===== config.mk =====
export PLATFORM = sky130hd
export DESIGN_NAME = serial_ready_port
export DESIGN_NICKNAME = d
export VERILOG_FILES = /design/src/rtl/srdy_pkg.sv /design/src/rtl/srdy_sync.sv /design/src/rtl/srdy_frame.sv /design/src/rtl/srdy_ready.sv /design/src/rtl/serial_ready_port.sv
export SDC_FILE = /design/constraint.sdc
export NUM_CORES = 1
export LEC_CHECK = 0
export ABC_AREA = 1
export BUFFER_PORTS_ARGS = -buffer_cell sky130_fd_sc_hd__buf_4
export CORE_MARGIN = 2
export CORE_UTILIZATION = 45
export DETAILED_ROUTE_END_ITERATION = 16
export PLACE_DENSITY_LB_ADDON = 0.08
export REMOVE_ABC_BUFFERS = 1
export SLEW_MARGIN = 10
export SYNTH_ARGS = -nofsm -noshare
export SYNTH_HDL_FRONTEND = slang
export SYNTH_HIERARCHICAL = 1
export SYNTH_SLANG_ARGS = --single-unit
export TNS_END_PERCENT = 20

===== constraint.sdc =====
create_clock -name clk -period 2.3 [get_ports clk]
set_input_delay 0.23 -clock clk [delete_from_list [all_inputs] [get_ports clk]]
set_output_delay 0.23 -clock clk [all_outputs]
set_load 0.05 [all_outputs]

===== src/rtl/srdy_pkg.sv =====
package srdy_pkg;

    localparam int CMD_W = 8;
    localparam int LEN_W = 6;

    localparam logic [5:0] ADR_CTRL = 6'h01;
    localparam logic [5:0] ADR_DATA = 6'h02;
    localparam logic [5:0] ADR_ID   = 6'h05;

    typedef enum logic [1:0] {
        PH_CMD = 2'd0,
        PH_WR  = 2'd1,
        PH_RD  = 2'd2
    } phase_e;

    typedef struct packed {
        logic       spare;
        logic       rd;
        logic [5:0] addr;
    } cmd_t;

    // Number of data bits that follow a command for a given address
    function automatic logic [LEN_W-1:0] len_of(input logic [5:0] a,
                                                input int res_w,
                                                input int ctrl_w);
        case (a)
            ADR_CTRL: return LEN_W'(ctrl_w);
            ADR_DATA: return LEN_W'(res_w);
            default:  return LEN_W'(8);
        endcase
    endfunction

endpackage


===== src/rtl/srdy_sync.sv =====
module srdy_sync #(
    parameter int             W      = 3,
    parameter int             STAGES = 2,
    parameter logic [W-1:0]   INIT   = '0
) (
    input  logic         clk,
    input  logic         rst,
    input  logic [W-1:0] d,
    output logic [W-1:0] q,
    output logic [W-1:0] rise,
    output logic [W-1:0] fall
);
    logic [W-1:0] q_d;

    for (genvar b = 0; b < W; b++) begin : g_bit
        logic [STAGES-1:0] chain;
        always_ff @(posedge clk) begin
            if (rst) chain <= {STAGES{INIT[b]}};
            else     chain <= {chain[STAGES-2:0], d[b]};
        end
        assign q[b] = chain[STAGES-1];
    end

    always_ff @(posedge clk) begin
        if (rst) q_d <= INIT;
        else     q_d <= q;
    end

    assign rise = q & ~q_d;
    assign fall = ~q & q_d;
endmodule


===== src/rtl/srdy_frame.sv =====
module srdy_frame
    import srdy_pkg::*;
#(
    parameter int RES_W  = 24,
    parameter int CTRL_W = 16
) (
    input  logic             clk,
    input  logic             rst,
    input  logic             sel_act,
    input  logic             sck_rise,
    input  logic             sck_fall,
    input  logic             sdi,
    input  logic [RES_W-1:0] rd_word,
    output logic [5:0]       peek_addr,
    output logic [5:0]       cur_addr,
    output logic             drv,
    output logic             dout_bit,
    output logic             wr_stb,
    output logic [RES_W-1:0] wr_data,
    output logic             rd_start,
    output logic             rd_done
);
    logic [RES_W-1:0] in_sr, out_sr;
    logic [LEN_W-1:0] cnt, len;
    phase_e           phase;
    cmd_t             nxt_cmd;

    assign nxt_cmd   = cmd_t'({in_sr[CMD_W-2:0], sdi});
    assign peek_addr = nxt_cmd.addr;

    always_ff @(posedge clk) begin
        if (rst) begin
            in_sr    <= '0;
            out_sr   <= '0;
            cnt      <= '0;
            len      <= '0;
            phase    <= PH_CMD;
            cur_addr <= '0;
            drv      <= 1'b0;
            dout_bit <= 1'b0;
            wr_stb   <= 1'b0;
            wr_data  <= '0;
            rd_start <= 1'b0;
            rd_done  <= 1'b0;
        end else begin
            wr_stb   <= 1'b0;
            rd_start <= 1'b0;
            rd_done  <= 1'b0;
            if (!sel_act) begin
                phase <= PH_CMD;
                cnt   <= '0;
                drv   <= 1'b0;
            end else begin
                if (sck_rise) begin
                    in_sr <= {in_sr[RES_W-2:0], sdi};
                    if (phase == PH_CMD) begin
                        if (cnt == LEN_W'(CMD_W - 1)) begin
                            cnt      <= '0;
                            cur_addr <= nxt_cmd.addr;
                            len      <= len_of(nxt_cmd.addr, RES_W, CTRL_W);
                            if (nxt_cmd.rd) begin
                                phase    <= PH_RD;
                                out_sr   <= rd_word;
                                rd_start <= 1'b1;
                            end else begin
                                phase <= PH_WR;
                            end
                        end else begin
                            cnt <= cnt + 1'b1;
                        end
                    end else if (cnt == len - 1'b1) begin
                        cnt   <= '0;
                        phase <= PH_CMD;
                        drv   <= 1'b0;
                        if (phase == PH_RD) begin
                            rd_done <= 1'b1;
                        end else begin
                            wr_stb  <= 1'b1;
                            wr_data <= {in_sr[RES_W-2:0], sdi};
                        end
                    end else begin
                        cnt <= cnt + 1'b1;
                    end
                end
                if (sck_fall && phase == PH_RD) begin
                    dout_bit <= out_sr[RES_W-1];
                    out_sr   <= out_sr << 1;
                    drv      <= 1'b1;
                end
            end
        end
    end


    sel_idle_chk: assert property (@(posedge clk) disable iff (rst)
        !sel_act |=> (phase == PH_CMD && cnt == '0 && !drv));


    bit_hold_chk: assert property (@(posedge clk) disable iff (rst)
        !sck_fall |=> $stable(dout_bit));
endmodule


===== src/rtl/srdy_ready.sv =====
module srdy_ready (
    input  logic clk,
    input  logic rst,
    input  logic sync_n,
    input  logic conv_valid,
    input  logic pre_update,
    input  logic rd_start,
    input  logic rd_done,
    output logic rdy_n
);
    logic fresh;

    always_ff @(posedge clk) begin
        if (rst || !sync_n) begin
            rdy_n <= 1'b1;
            fresh <= 1'b0;
        end else begin
            if (rd_start) fresh <= 1'b0;
            if (conv_valid) begin
                rdy_n <= 1'b0;
                fresh <= 1'b1;
            end else if (pre_update) begin
                rdy_n <= 1'b1;
            end else if (rd_done && !fresh) begin
                rdy_n <= 1'b1;
            end
        end
    end


    sync_hold_chk: assert property (@(posedge clk) disable iff (rst)
        !sync_n |=> rdy_n);


    conv_low_chk: assert property (@(posedge clk) disable iff (rst)
        (conv_valid && sync_n) |=> !rdy_n);
endmodule


===== src/rtl/serial_ready_port.sv =====
module serial_ready_port
    import srdy_pkg::*;
#(
    parameter int         RES_W       = 24,
    parameter int         CTRL_W      = 16,
    parameter int         SYNC_STAGES = 2,
    parameter logic [7:0] ID_VALUE    = 8'h4C
) (
    input  logic              clk,
    input  logic              rst,
    input  logic              sel_n,
    input  logic              sclk,
    input  logic              sdi,
    output logic              dout,
    output logic              dout_oe,
    input  logic              sync_n,
    input  logic              conv_valid,
    input  logic [RES_W-1:0]  conv_data,
    input  logic              pre_update,
    output logic [CTRL_W-1:0] ctrl_word
);
    // Registers are left-justified in a RES_W wide shift word
    localparam int CTRL_PAD = RES_W - CTRL_W;
    localparam int ID_PAD   = RES_W - 8;

    logic [2:0]        s_q, s_rise, s_fall;
    logic              sel_act;
    logic [5:0]        peek_addr, cur_addr;
    logic              drv, dout_bit, wr_stb, rd_start, rd_done, rdy_n;
    logic [RES_W-1:0]  wr_data, rd_word, result_q;
    logic [CTRL_W-1:0] ctrl_q;

    srdy_sync #(.W(3), .STAGES(SYNC_STAGES), .INIT(3'b011)) u_sync (
        .clk(clk), .rst(rst), .d({sdi, sel_n, sclk}),
        .q(s_q), .rise(s_rise), .fall(s_fall)
    );

    assign sel_act = ~s_q[1];

    always_comb begin
        case (peek_addr)
            ADR_CTRL: rd_word = RES_W'(ctrl_q) << CTRL_PAD;
            ADR_DATA: rd_word = result_q;
            ADR_ID:   rd_word = RES_W'(ID_VALUE) << ID_PAD;
            default:  rd_word = '0;
        endcase
    end

    srdy_frame #(.RES_W(RES_W), .CTRL_W(CTRL_W)) u_frame (
        .clk(clk), .rst(rst), .sel_act(sel_act),
        .sck_rise(s_rise[0]), .sck_fall(s_fall[0]), .sdi(s_q[2]),
        .rd_word(rd_word), .peek_addr(peek_addr), .cur_addr(cur_addr),
        .drv(drv), .dout_bit(dout_bit), .wr_stb(wr_stb), .wr_data(wr_data),
        .rd_start(rd_start), .rd_done(rd_done)
    );

    srdy_ready u_ready (
        .clk(clk), .rst(rst), .sync_n(sync_n),
        .conv_valid(conv_valid), .pre_update(pre_update),
        .rd_start(rd_start && cur_addr == ADR_DATA),
        .rd_done(rd_done && cur_addr == ADR_DATA),
        .rdy_n(rdy_n)
    );

    always_ff @(posedge clk) begin
        if (rst) begin
            ctrl_q   <= '0;
            result_q <= '0;
        end else begin
            if (wr_stb && cur_addr == ADR_CTRL) ctrl_q <= wr_data[CTRL_W-1:0];
            if (conv_valid && sync_n)           result_q <= conv_data;
        end
    end

    assign ctrl_word = ctrl_q;
    assign dout_oe   = sel_act;
    assign dout      = drv ? dout_bit : rdy_n;


    ro_write_chk: assert property (@(posedge clk) disable iff (rst)
        (wr_stb && cur_addr != ADR_CTRL) |=> $stable(ctrl_q));
endmodule


=== Yosys cells after proc, flatten, opt, wreduce, memory -nomap -nowiden ===
Index checks and enable logic that the tools add are counted.

* Word-level logic and storage cells: 97
* Register bits: 129
* Bits of input ports: 32
* Output and inout bits: 18

* Equal/unequal tests: 10
* Bitwise logic cells: 10
* Reductions and logical operators: 28
* Add/subtract/negate cells: 2
* Muxes and demuxes: 27

{| class="wikitable"
|+ Operator list
! kind !! number
|-
| $mux W24 || 5
|-
| $pmux W24 S3 || 1
|-
| $mux W6 || 3
|-
| $reduce_bool A2 Y1 || 7
|-
| $mux W1 || 13
|-
| $eq A6 B1 Y1 const B || 2
|-
| $eq A6 B2 Y1 const B || 2
|-
| $eq A6 B3 Y1 const B || 2
|-
| $pmux W5 S2 || 1
|-
| $reduce_and A5 Y1 || 2
|-
| $reduce_or A5 Y1 || 2
|-
| $mux W2 || 4
|-
| $not A1 Y1 || 8
|-
| $add A6 B1 Y6 const B || 1
|-
| $eq A6 B6 Y1 || 1
|-
| $logic_and A1 B1 Y1 || 6
|-
| $reduce_and A3 Y1 || 2
|-
| $sub A6 B1 Y6 const B || 1
|-
| $ne A2 B2 Y1 const B || 2
|-
| $reduce_and A2 Y1 || 2
|-
| $reduce_and A4 Y1 || 1
|-
| $reduce_bool A3 Y1 || 1
|-
| $and A1 B1 Y1 || 2
|-
| $eq A2 B2 Y1 const B || 1
|-
| 4 further kinds || 5
|}

=== Depth between registers and ports, before layout ===
Gate-level depths: netlist of the first run.

* Depth after elaboration: 7
* Depth in mapped cells: 12
* Mapped depth without buffers: 12

=== By module ===
The synthesis of the first run kept the hierarchy.

{| class="wikitable"
|+ Modules (own cells, without submodules)
! module !! sequential area each (um^2) !! area each (um^2) !! cells each !! instances
|-
| srdy_frame || 1841.8 || 3998.8 || 523 || 1
|-
| serial_ready_port || 800.8 || 1971.9 || 276 || 1
|-
| srdy_sync || 180.2 || 307.8 || 40 || 1
|-
| srdy_ready || 40.0 || 97.6 || 15 || 1
|}

=== Least setup slack after synthesis of the first run ===
No wires, ideal clock.

* Path kind: register -> register
* From: register u_sync.g_bit[1].chain[1]
* To: register u_frame.out_sr[1]
* Data required time: 2.166 ns
* Setup slack: 0.595 ns
* Setup time: 0.134 ns
* Arrival: 1.571 ns
* Clock period less this slack: 1.705 ns
* Path buffers: 3
* Cell stages (with the launch flop): 10
* Cells stage by stage: dfxtp_1 -> buf_4 -> inv_1 -> nand2_2 -> buf_4 -> nor2_4 -> nand2_4 -> buf_2 -> nand3_1 -> a21oi_1

* Cells in the longest elaborated chain, start to end: 2

{| class="wikitable"
|+ Ends and longest elaborated chain
! what !! line !! source
|-
| start: declaration || srdy_sync.sv:16 || <nowiki>logic [STAGES-1:0] chain;</nowiki>
|-
| start signal: assignment || srdy_sync.sv:18 || <nowiki>if (rst) chain <= {STAGES{INIT[b]}};</nowiki>
|-
| start signal: assignment || srdy_sync.sv:19 || <nowiki>else chain <= {chain[STAGES-2:0], d[b]};</nowiki>
|-
| $not A1 Y1 (no line) || - ||
|-
| net dout_oe || serial_ready_port.sv:15 || <nowiki>output logic dout_oe,</nowiki>
|-
| $reduce_and A5 Y1 (no line) || - ||
|-
| end signal: assignment || srdy_frame.sv:63 || <nowiki>out_sr <= rd_word;</nowiki>
|-
| end signal: assignment || srdy_frame.sv:87 || <nowiki>out_sr <= out_sr << 1;</nowiki>
|-
| end: declaration || srdy_frame.sv:23 || <nowiki>logic [RES_W-1:0] in_sr, out_sr;</nowiki>
|}

The timed path passes the listed nets, and every way through them passes these cells.
A chain may end at the register's enable or synchronous reset.

=== Worst setup path after layout of the first run ===
* From: register u_sync.g_bit[0].chain[1]
* To: register u_frame.wr_data[0]

* Cells in the longest elaborated chain, start to end: 2

{| class="wikitable"
|+ Ends and longest elaborated chain
! what !! line !! source
|-
| start: declaration || srdy_sync.sv:16 ||
|-
| start signal: assignment || srdy_sync.sv:18 ||
|-
| start signal: assignment || srdy_sync.sv:19 ||
|-
| $and A1 B1 Y1 || srdy_sync.sv:29 || <nowiki>assign rise = q & ~q_d;</nowiki>
|-
| net s_rise[0] || serial_ready_port.sv:26 || <nowiki>logic [2:0] s_q, s_rise, s_fall;</nowiki>
|-
| $reduce_and A5 Y1 (no line) || - ||
|-
| end signal: assignment || srdy_frame.sv:79 || <nowiki>wr_data <= {in_sr[RES_W-2:0], sdi};</nowiki>
|-
| end: declaration || srdy_frame.sv:19 || <nowiki>output logic [RES_W-1:0] wr_data,</nowiki>
|}

The timed path passes the listed nets, and every way through them passes these cells.

==> results of run 1 <==
## layout make-up
| class | instances | area (sq um) |
|---|---|---|
| clock buffers | 27 | 543 |
| clock inverters | 5 | 75.1 |
| fillers | 1277 | 5810 |
| inverters | 105 | 395 |
| multi-input cells | 494 | 2490 |
| flip-flops and latches | 125 | 2500 |
| well taps | 172 | 215 |
| repair buffers | 62 | 483 |
## power groups by stage
stage	Combinational [mW]	Sequential [mW]	Clock, mW
floorplan	0.103	2.26	0
global placement	0.195	2.26	0
detailed placement	0.199	2.26	0
CTS	0.204	2.22	2.79
global route	0.225	2.22	2.89
finish	0.199	2.22	2.73
## worst max-delay path: stages, from the launching register on
cell	delay, ps
dfxtp_1	320
inv_1	60
nor2_1	180
nand2_2	270
inv_2	300
nand3_4	230
clkinv_2	290
nand2_1	90
a21oi_1	120
## registers in the layout (all words and copies together) (netlist names)
| signal | count |
|---|---|
| u_frame/len | 2 |
| u_frame/drv | 1 |
| u_frame/wr_stb | 1 |
| u_frame/rd_done | 1 |
| u_frame/rd_start | 1 |
| u_sync/g_bit.chain | 6 |
| u_frame/wr_data | 16 |
| ctrl_word | 16 |
| u_ready/fresh | 1 |
| u_frame/cur_addr | 6 |
| u_sync/q_d | 1 |
| u_frame/cnt | 6 |
| u_frame/phase | 2 |
| u_frame/out_sr | 24 |
| u_ready/rdy_n | 1 |
| u_frame/in_sr | 15 |
| result_q | 24 |
| u_frame/dout_bit | 1 |
## stage by stage
step                      cells  cell area (sq um)
after floorplan             724               5390
after global placement      956               6060
after detailed placement    956               6060
after CTS                   990               6700
after global routing        990               6700
final                       990               6700
## worst max path at each step
stage / endpoint / cells past startpoint / from / slack, ps
detailed placement: u_frame/wr_data[2]$_SDFFE_PP0P_ / 11 / u_frame/len[3]$_SDFFE_PP0P_ / 380
CTS: u_frame/wr_data[2]$_SDFFE_PP0P_ / 8 / u_sync/g_bit[0].chain[1]$_SDFF_PP1_ / 320
global placement: u_frame/out_sr[6]$_SDFFE_PP0P_ / 9 / u_frame/cnt[0]$_SDFFE_PP0P_ / 420
floorplan: u_frame/wr_data[0]$_SDFFE_PP0P_ / 8 / u_sync/g_bit[0].chain[1]$_SDFF_PP1_ / 360
global route: u_frame/wr_data[0]$_SDFFE_PP0P_ / 8 / u_sync/g_bit[0].chain[1]$_SDFF_PP1_ / 80
finish: u_frame/wr_data[0]$_SDFFE_PP0P_ / 8 / u_sync/g_bit[0].chain[1]$_SDFF_PP1_ / 350
## routing by layer
layer / part of all wire (%) / up-vias
met1: 48 / 2156
met3: 4.0 / 23
met4: 2.0 / 0
met5: 0 / -
li1: - / 2489
met2: 46 / 69
==> flow_metrics.py, run 1 <==
metrics = {
    "floorplan": {
        "initial_utilization_pct": 45.8,
        "coreArea_sq_mm": 0.0125,
        "ios": 50,
        "die_x_um": 117,
        "rows": 41,
        "dieArea_sq_mm": 0.0137,
        "die_h_um": 117,
    },
    "sta": {
        "fin_crit_ps": 1950,
        "finClkSkew_ps": 5.35,
        "setup_viol": 0,
        "period_share_pct": 84.7,
        "slew-limit-headroom_pct": 50.0,
        "slew_violations": 0,
        "fin_ws_ps": 351,
        "rsz0062_at_grt": "false",
        "tightest_slew_ps": 748,
        "hold-worst-slack_ps": 22.7,
        "fmax_mhz": 513,
        "hold_viol_final": 0,
        "tns_ps": 0,
    },
    "worst_setup_path": {
        "crit_required_ps": 2640,
        "r2r_cells": 8,
        "r2r_setup_slack_ps": 350,
        "path_class": "register to register",
        "cp_max_fo": 21,
        "start_kind": "register",
        "end_kind": "register",
        "r2r_start": "u_sync/g_bit[0].chain[1]$_SDFF_PP1_",
        "cp.arrival_ps": 2290,
        "regToRegEndpoint": "u_frame/wr_data[0]$_SDFFE_PP0P_",
    },
    "cts": {
        "numClockSinks": 125,
        "cts_hold_buf": 2,
        "cts_setup_buffers": 0,
        "root_buffer": "clkbuf_16",
        "post_cts_resized": 0,
        "htreeDepth": 4,
        "insertion_delay_ps": 410,
        "clk_pin_slew_ps": 50,
        "cts_inserted_buffers": 17,
        "tritoncts": "done",
        "clockBufferDepth": 2,
    },
    "power": {
        "p_int_mw": 4.10,
        "p_seq_share_pct": 43.1,
        "power_mw": 5.14,
        "combPwrFrac_pct": 3.9,
        "peakVddDrop_uv": 487,
        "clkPwrFrac_pct": 53.0,
        "powerDensity_mw_per_mm2": 767,
        "p_switching_mw": 1.04,
        "p_leak_nw": 2.57,
        "switching_share_pct": 20.2,
    },
    "routing": {
        "wirelength_um": 12300,
        "vias": 4737,
        "drc": 0,
        "first_pass_iters": 4,
        "routedWlPerCell_um": 12.4,
        "postRouteAntennaNets": 0,
        "vias_per_cell": 4.78,
        "dr.first_iter.drc_count": 254,
    },
    "place": {
        "dp_slack_ps": 381,
        "gp_congestion": 0.821,
        "dpl.hpwl_um": 8470,
        "port_buffers": 49,
    },
    "worst_hold_path": {
        "min_to": "u_sync/g_bit[2].chain[0]$_SDFF_PP0_",
        "hold_class": "input port to register",
        "hold_depth": 3,
        "hp-start": "sdi",
    },
    "flow_run": {
        "maxCapViolations": 0,
    },
    "finish": {
        "drive_gt1_share_pct": 20.9,
        "area_delta_synth_final_pct": 16.9,
        "antenna_cells": 0,
        "final_util_pct": 53.5,
        "final_common_cell": "nand2_1",
        "nets": 839,
        "final_cell_mix": "nand2_1, dfxtp_1, inv_1, nor2_1, o21ai_0",
    },
    "global_route": {
        "use_met2_pct": 31.8,
        "grt_pass1_vias": 4478,
        "grt_max_degree": 48,
        "grt-ovfl-total": 0,
        "grt_usage_pct": 19.6,
        "use_met1_pct": 25.0,
        "grt_pass1_wl_um": 20700,
        "grt-busiest-layer": "met2",
        "use_met3_pct": 4.33,
        "antenna_found_initial": 0,
    },
    "yosys": {
        "avgSynthCellArea_sq_um": 7.38,
        "yosys_warnings": 6,
        "synth_cells": 777,
        "syn_area_sq_mm": 0.00573,
    },
    "outcome": {
        "status": "complete, no violations",
    },
}
No activity file was read; power rests on OpenSTA's default activity.
==> run 2: changes to the inputs <==
- clock period: 2.3 -> 1.9 ns (I/O delays scaled with it)
==> run 2 against run 1 <==
First-iteration DRC count up 1.6%; design area rose by 0.17%; flip-flop and latch count did not move; register-to-register slack worse by 210 ps; fmax is 11% higher; hold slack got worse by 2.1 ps; critical path type unchanged; clock power up 8.1%.
==> flow_metrics.py, run 2 (synthesized netlist as in run 1, its figures left out) <==
metrics = {
    "sta": {
        "rsz0062_at_grt": "false",
        "setup_viol": 0,
        "hold-worst-slack_ps": 20.6,
        "hold_viol_final": 0,
        "fmax_mhz": 570,
        "slew-limit-headroom_pct": 51.5,
        "tightest_slew_ps": 726,
        "slew_violations": 0,
        "fin_crit_ps": 1760,
        "finClkSkew_ps": 6.58,
        "fin_ws_ps": 144,
        "period_share_pct": 92.4,
    },
    "routing": {
        "dr.first_iter.drc_count": 258,
        "drc": 0,
        "vias": 4828,
        "postRouteAntennaNets": 0,
        "first_pass_iters": 4,
        "wirelength_um": 12700,
        "routedWlPerCell_um": 12.7,
        "vias_per_cell": 4.83,
    },
    "worst_setup_path": {
        "path_class": "register to register",
        "crit_required_ps": 2190,
        "max_stage_delay_ps": 350,
        "cp.arrival_ps": 2040,
        "slowest_stage": "dfxtp_1",
        "path_delay_family": "simple AND/OR/NAND/NOR gates",
        "start_kind": "register",
        "end_kind": "register",
        "cp_max_fo": 16,
        "crit_top_cell": "nand2_1",
        "crit_chain": "inv_1 -> ha_1 -> inv_1 -> nand2_1 -> nand2_1 -> nand2_1 -> nor2_4 -> nand3_4 -> buf_4 -> nand2_1 -> a21oi_2",
        "cp_num_buf_inv": 3,
    },
    "finish": {
        "n_fill_cell": 1287,
        "area_delta_synth_final_pct": 17.1,
        "drive_gt1_share_pct": 21.5,
        "antenna_cells": 0,
        "final_cell_mix": "nand2_1, dfxtp_1, inv_1, nor2_1, buf_4",
        "nets": 851,
        "reg_top3": "result_q (24), u_frame/out_sr (24)",
        "final_common_cell": "nand2_1",
    },
    "flow_run": {
        "maxCapViolations": 0,
    },
    "floorplan": {
        "coreArea_sq_mm": 0.0125,
        "ios": 50,
        "die_h_um": 117,
        "die_x_um": 117,
        "initial_utilization_pct": 45.8,
        "dieArea_sq_mm": 0.0137,
        "rows": 41,
    },
    "power": {
        "peakVddDrop_uv": 422,
        "power_mw": 5.88,
        "p_leak_nw": 2.58,
        "powerDensity_mw_per_mm2": 876,
    },
    "cts": {
        "cts_inserted_buffers": 17,
        "insertion_delay_ps": 420,
        "numClockSinks": 125,
        "tritoncts": "done",
        "cts_setup_buffers": 0,
        "root_buffer": "clkbuf_16",
        "htreeDepth": 4,
        "clk_pin_slew_ps": 50,
        "clockBufferDepth": 2,
    },
    "place": {
        "dpl.hpwl_um": 8710,
        "dp_slack_ps": 130,
        "gp_congestion": 0.908,
        "port_buffers": 49,
    },
    "global_route": {
        "grt_max_degree": 47,
        "grt_pass1_vias": 4507,
        "grt_pass1_wl_um": 20800,
        "grt-ovfl-total": 0,
        "antenna_found_initial": 0,
        "grt_usage_pct": 19.8,
    },
    "outcome": {
        "status": "complete, no violations",
    },
    "worst_hold_path": {
        "hold_class": "input port to register",
    },
}
run 2: cell types whose count changed in the layout (fill, tap and decap cells not counted), sizes merged:
cell and change:
buf +11, bufinv -2, clkbuf +2, clkinv -4
dlygate4sd3 +1, inv +1
run 2: repair_timing:
| item | 4_1_cts | 5_1_grt |
|---|---|---|
| hold buffers | 3 | 0 |
| endpoints found under the hold margin | 3 | 0 |
| setup endpoints to repair | 0 | 12 |
| gates resized for setup | 0 | 4 |
run 2: stage by stage:
step                TNS [ps]  cells  utilization (%)  instance area (sq um)
floorplan               -462    724                -                   5390
detailed placement         0    967             49.0                   6130
CTS                        0    999             53.6                   6710
global route               0    999             53.6                   6710
finish                     0    999             53.6                   6710
global placement           0    967             49.0                   6130
run 2: cell type report:
cell class,instances,area (sq um),share of cell area (%)
tap,172,215,3.21
timing repair buffer,74,563,8.39
multi-input combinational,494,2490,37.1
sequential,125,2500,37.3
inverter,105,399,5.94
clock buffer,29,541,8.05
run 2: worst paths after layout:
kind	slack, ps	to	from	cells after the start
hold reg to reg	410	u_sync/g_bit[2].chain[1]$_SDFF_PP0_	u_sync/g_bit[2].chain[0]$_SDFF_PP0_	2
setup reg to reg	140	u_frame/wr_data[13]$_SDFFE_PP0P_	u_frame/len[3]$_SDFFE_PP0P_	11
setup / recovery	140	u_frame/wr_data[13]$_SDFFE_PP0P_	u_frame/len[3]$_SDFFE_PP0P_	11
hold / removal	20	u_ready/fresh$_SDFFE_PP0P_	conv_valid	3
run 2: worst reg2reg max path, stage by stage (launching register included):
cell     delay, ps
dfxtp_1        350
inv_1           80
ha_1           310
inv_1           60
nand2_1         40
nand2_1         70
nand2_1        120
nor2_4         130
nand3_4         90
buf_4          220
nand2_1        100
a21oi_2         50
run 2: where the power goes:
| group | total, mW | switching (mW) | leakage [nW] | internal [mW] |
|---|---|---|---|---|
| combinational | 0.244 | 0.146 | 1.30 | 0.0972 |
| sequential | 2.68 | 0.0148 | 1.01 | 2.67 |
| clock | 2.95 | 1.07 | 0.266 | 1.89 |
run 2: per-layer routing:
| metal | vias to the layer above | track usage, % | routed length [um] | share of wire [%] |
|---|---|---|---|---|
| met2 | 84 | 32.4 | 5890 | 46 |
| met5 | - | 0 | 0 | 0 |
| li1 | 2510 | - | - | - |
| met4 | 0 | 8.24 | 229 | 1.8 |
| met1 | 2212 | 24.4 | 6090 | 48 |
| met3 | 22 | 5.97 | 505 | 4.0 |
